`config.mk`:
```
export PLATFORM = sky130hd
export DESIGN_NAME = im2_prio_ctrl
export DESIGN_NICKNAME = d
export VERILOG_FILES = /design/src/rtl/im2_prio_ctrl.sv
export SDC_FILE = /design/constraint.sdc
export NUM_CORES = 1
export LEC_CHECK = 0
export BUFFER_PORTS_ARGS = -buffer_cell sky130_fd_sc_hd__buf_4
export CORE_MARGIN = 2
export CORE_UTILIZATION = 28
export CTS_CLUSTER_SIZE = 10
export DETAILED_ROUTE_END_ITERATION = 10
export GPL_ROUTABILITY_DRIVEN = 0
export PLACE_DENSITY = 0.45
export SETUP_SLACK_MARGIN = 0.02
export SLEW_MARGIN = 0
export SYNTH_ARGS = -nofsm -noshare
export SYNTH_HDL_FRONTEND = slang
export SYNTH_SLANG_ARGS = --single-unit
```
`constraint.sdc`:
```
create_clock -name clk -period 5.2 [get_ports clk]
set_input_delay 1.3 -clock clk [delete_from_list [all_inputs] [get_ports clk]]
set_output_delay 1.3 -clock clk [all_outputs]
set_load 0.02 [all_outputs]
```
`src/rtl/im2_prio_ctrl.sv`:
```
module im2_prio_ctrl #(
  parameter int NSRC  = 14,
  parameter int NUART = 2
) (
  input  logic            clk,
  input  logic            rst_n,
  input  logic            cfg_we,
  input  logic [2:0]      cfg_base,
  input  logic            cfg_im2,
  input  logic [NSRC-1:0] src_cond,
  input  logic [NUART-1:0] rx_nfull,
  input  logic [NSRC-1:0] src_en,
  input  logic [NSRC-1:0] status_clr,
  input  logic            ext_req,
  input  logic            ext_vec_valid,
  input  logic [7:0]      ext_vec,
  input  logic            ack,
  output logic            int_req,
  output logic [7:0]      vector,
  output logic [NSRC-1:0] status
);
  localparam int CW = $clog2(NSRC);

  logic [NSRC-1:0] cond, cond_d, rise, status_q, pend_q, act, win;
  logic [2:0]      base_q;
  logic            im2_q, pulse_q, hit;
  logic [CW-1:0]   code;

  assign cond = src_cond | NSRC'({rx_nfull, 1'b0});
  assign rise = cond & ~cond_d;
  assign act  = pend_q & src_en;

  always_comb begin
    win  = '0;
    code = '0;
    hit  = 1'b0;
    for (int i = NSRC - 1; i >= 0; i--) begin
      if (act[i]) begin
        win    = '0;
        win[i] = 1'b1;
        code   = CW'(i);
        hit    = 1'b1;
      end
    end
  end

  always_ff @(posedge clk) begin
    if (!rst_n) begin
      cond_d   <= '0;
      status_q <= '0;
      pend_q   <= '0;
      pulse_q  <= 1'b0;
      base_q   <= 3'b000;
      im2_q    <= 1'b0;
      vector   <= 8'hFF;
    end else begin
      cond_d   <= cond;
      status_q <= (status_q & ~status_clr) | rise;
      pulse_q  <= |(rise & src_en);
      if (im2_q) pend_q <= (pend_q & ~(ack ? win : '0)) | (rise & src_en);
      else       pend_q <= '0;
      if (im2_q && ack)
        vector <= hit ? {base_q, code, 1'b0} : (ext_vec_valid ? ext_vec : 8'hFF);
      if (cfg_we) begin
        base_q <= cfg_base;
        im2_q  <= cfg_im2;
      end
    end
  end

  assign int_req = im2_q ? (hit | ext_req) : pulse_q;
  assign status  = status_q | (im2_q ? pend_q : '0);

  AST_ONE_WINNER: assert property (@(posedge clk) disable iff (!rst_n)
    $onehot0(win));
  AST_VEC_FORMAT: assert property (@(posedge clk) disable iff (!rst_n)
    (im2_q && ack && hit) |=> (vector[0] == 1'b0 && vector[7:5] == $past(base_q)
                               && vector[4:1] == $past(code)));
  AST_IDLE_VECTOR: assert property (@(posedge clk) disable iff (!rst_n)
    (im2_q && ack && !hit && !ext_vec_valid) |=> (vector == 8'hFF));
  AST_ACK_RETIRES: assert property (@(posedge clk) disable iff (!rst_n)
    (im2_q && ack && hit) |=> ((pend_q & $past(win & ~(rise & src_en))) == '0));
  AST_STATUS_STICKY: assert property (@(posedge clk) disable iff (!rst_n)
    (|rise) |=> ((status_q & $past(rise)) == $past(rise)));
endmodule

```
==> results.yml <==
routing:
  via_count: 2353
  via_per_inst: 4.82
  first_pass_iters: 4
  wl_met2_mm: 3.27
  drc: 0
  routed.top_layer: "met4"
  wl_met1_mm: 3.48
  route.met3.wl_um: 324
  wl_per_cell_um: 14.7
  wl_mm: 7.15
  drtIter0Drc: 49
  drtAntennaViolNets: 0
sta:
  max_freq_mhz: 249
  worst_slack_ns: 1.18
  hold_viol: 0
  setup_viol: 0
  skew_ns: 0.00760
  totalNegativeSetupSlack_ns: 0
  min_period_ns: 4.02
  slew_viol_final: 0
  tightest_slew_ns: 0.884
  rsz0062_at_grt: "no"
  slew_headroom: 0.410
  finalCritPeriodShare: 0.773
logic_synthesis:
  synth_nets: 362
  synth_area_leaders: "dfxtp_1 43%, nand2_1 7.7%, and2_1 5.6%"
  synth_warnings: 0
  synth.avg_cell_area_um2: 8.58
  synth-seq-cells: 55
  synthCells: 300
  synthFlopType: "dfxtp_1"
  yosysSeqAreaShare: 0.428
  synth_cell_types: 49
  synth_area_mm2: 0.00257
  synth_top_area_cell: "dfxtp_1"
  yosysTopAreaCellShare: 0.428
  async_flop_share: 0
  synth_edf_count: 0
power:
  p_sw_w: 0.000224
  p_leak_nw: 1.60
  power.density_mw_per_mm2: 247
  ir_drop_mv: 0.0955
  seq_power_share: 0.544
  p_sw_frac: 0.270
  intPower_w: 0.000608
  combinationalPowerShare: 0.183
  clock_power_share: 0.273
cts:
  clock_sinks: 55
  clk-insertion-delay-late_ns: 0.31
  ctsHoldBuffers: 0
  path_clk_slew_ns: 0.10
  post_cts_buffers: 0
  clock_path_buffers: 2
  cts_root_buf: "clkbuf_8"
  cts_resized: 0
  htreeDepth: 2
  cts_buffers: 5
  cts_tree: "done"
min_path:
  hp-class: "flip-flop to flip-flop"
floorplan:
  core_area_mm2: 0.00881
  die_h_um: 99.9
  die_w_um: 99.9
  ios: 85
  dieArea_mm2: 0.00998
  rows: 34
  initial_core_util: 0.292
worst_setup_path:
  arrival_ns: 2.72
  path_class: "input pin to primary output"
  crit_fanout: 8
  crit_required_ns: 3.90
  crit_path_start_kind: "input pin"
  end_kind: "primary output"
layout:
  area_growth_pct: 31.0
  layout.nets: 443
  drive_gt1_frac: 0.271
  antenna_cells: 0
global_route:
  antenna_found_initial: 0
  grt_overflow: 0
  gr-usage-all-layers: 0.150
  grt_pass1_vias: 2365
  grt_max_degree: 46
  grt_pass1_wl_mm: 11.8
placed_design:
  io_buffer_count: 84
  place_ws_ns: 1.19
  dpl.hpwl_mm: 5.52
run:
  cap_violations: 0
outcome:
  outcome: "complete, no violations"
==> cells in the final DEF (no fill, tap or decap), drive strengths merged, types with 3 or more instances in the layout <==
master  netlist  routed
inv          23      23
o311ai        3       3
dfxtp        55      55
mux2i         4       4
and2         24      24
a21boi        4       4
nor3          5       5
a21oi         9       9
nor2b         9       9
buf           2      84
nand4         6       6
o21ai         4       4
nand3         6       6
nand2b        8       8
o22ai         9       9
nor2         13      13
nand3b        9       9
a21o          5       5
nand2        54      54
clkbuf        8       6
a22oi         6       6
a31oi         5       5
o211ai        5       5
==> final cells by class <==
cell class | count | area (µm²)
Clock buffer | 6 | 72.6
Fill cell | 958 | 5430
Inverter | 23 | 86.3
Multi-Input combinational cell | 212 | 1350
Sequential cell | 55 | 1100
Tap cell | 108 | 135
Timing Repair Buffer | 84 | 631
==> worst max-delay path, cell delays in order <==
cell     delay, ns
buf_4         0.13
a22oi_2       0.34
nand4_4       0.21
nor3_4        0.39
a31oi_1       0.13
buf_4         0.21
==> final timing paths <==
kind / from / endpoint / slack, ns / cells past startpoint
worst max-delay path: src_en[3] / int_req / 1.18 / 6
worst min-delay path: vector[0] / vector[0] / 0.49 / 2
worst max register to register: im2_q / vector[1] / 2.76 / 4
worst min register to register: vector[0] / vector[0] / 0.49 / 2
==> kinds of logic (layout without fill, tap and decap cells) <==
family / count (synthesis) / count (layout) / share of synthesized area
flops: 55 / 55 / 0.428
simple gates: 146 / 146 / 0.310
buf+inv: 33 / 113 / 0.0486
mux: 4 / 4 / 0.0155
compound gates: 62 / 62 / 0.199
==> registers in the layout, summed over array words and instances (netlist names) <==
signal,count
pulse_q,1
status_q,14
base_q,3
vector,8
cond_d,14
pend_q,14
im2_q,1
==> stage by stage <==
stage / area [µm²] / total power (W) / instances / hold WS [ns] / utilization
after floorplan: 2570 / 0.000537 / 300 / 0.456 / -
after global placement: 3300 / 0.000617 / 482 / 0.467 / 0.375
after detailed placement: 3300 / 0.000618 / 482 / 0.477 / 0.375
after CTS: 3370 / 0.000847 / 488 / 0.494 / 0.383
after global routing: 3370 / 0.000880 / 488 / 0.514 / 0.383
final: 3370 / 0.000832 / 488 / 0.485 / 0.383
==> synthesized netlist by cell type (2+ instances only) <==
library cell  count
o22ai_1           9
a32oi_1           2
o211ai_1          5
nand2b_1          8
nand4_1           5
a21boi_0          4
nand2_1          53
mux2i_1           4
nor2_1           13
a22oi_2           2
inv_1            23
and3_1            2
nand3_1           6
and2_1           23
o311ai_1          2
nor4b_1           2
dfxtp_1          55
nand3b_1          9
nor3_1            4
o21a_1            2
nor3b_1           2
nor2b_1           9
o21ai_0           4
a22oi_4           4
clkbuf_1          8
a31oi_1           5
a21o_1            5
a21oi_1           9
==> power groups by stage <==
stage,clock network [W],registers [W],logic (W)
3_5_place_dp,0,0.000463,0.000155
5_1_grt,0.000255,0.000456,0.000169
2_1_floorplan,0,0.000461,0.0000761
6_report,0.000227,0.000453,0.000152
4_1_cts,0.000238,0.000454,0.000155
3_3_place_gp,0,0.000463,0.000154
==> layer usage <==
metal / global-route usage / vias up
met4: 0.0421 / 0
met3: 0.0306 / 8
met1: 0.204 / 1091
li1: - / 1203
met5: 0 / -
met2: 0.244 / 51
Note: power is estimated with default switching activity, not from simulation.
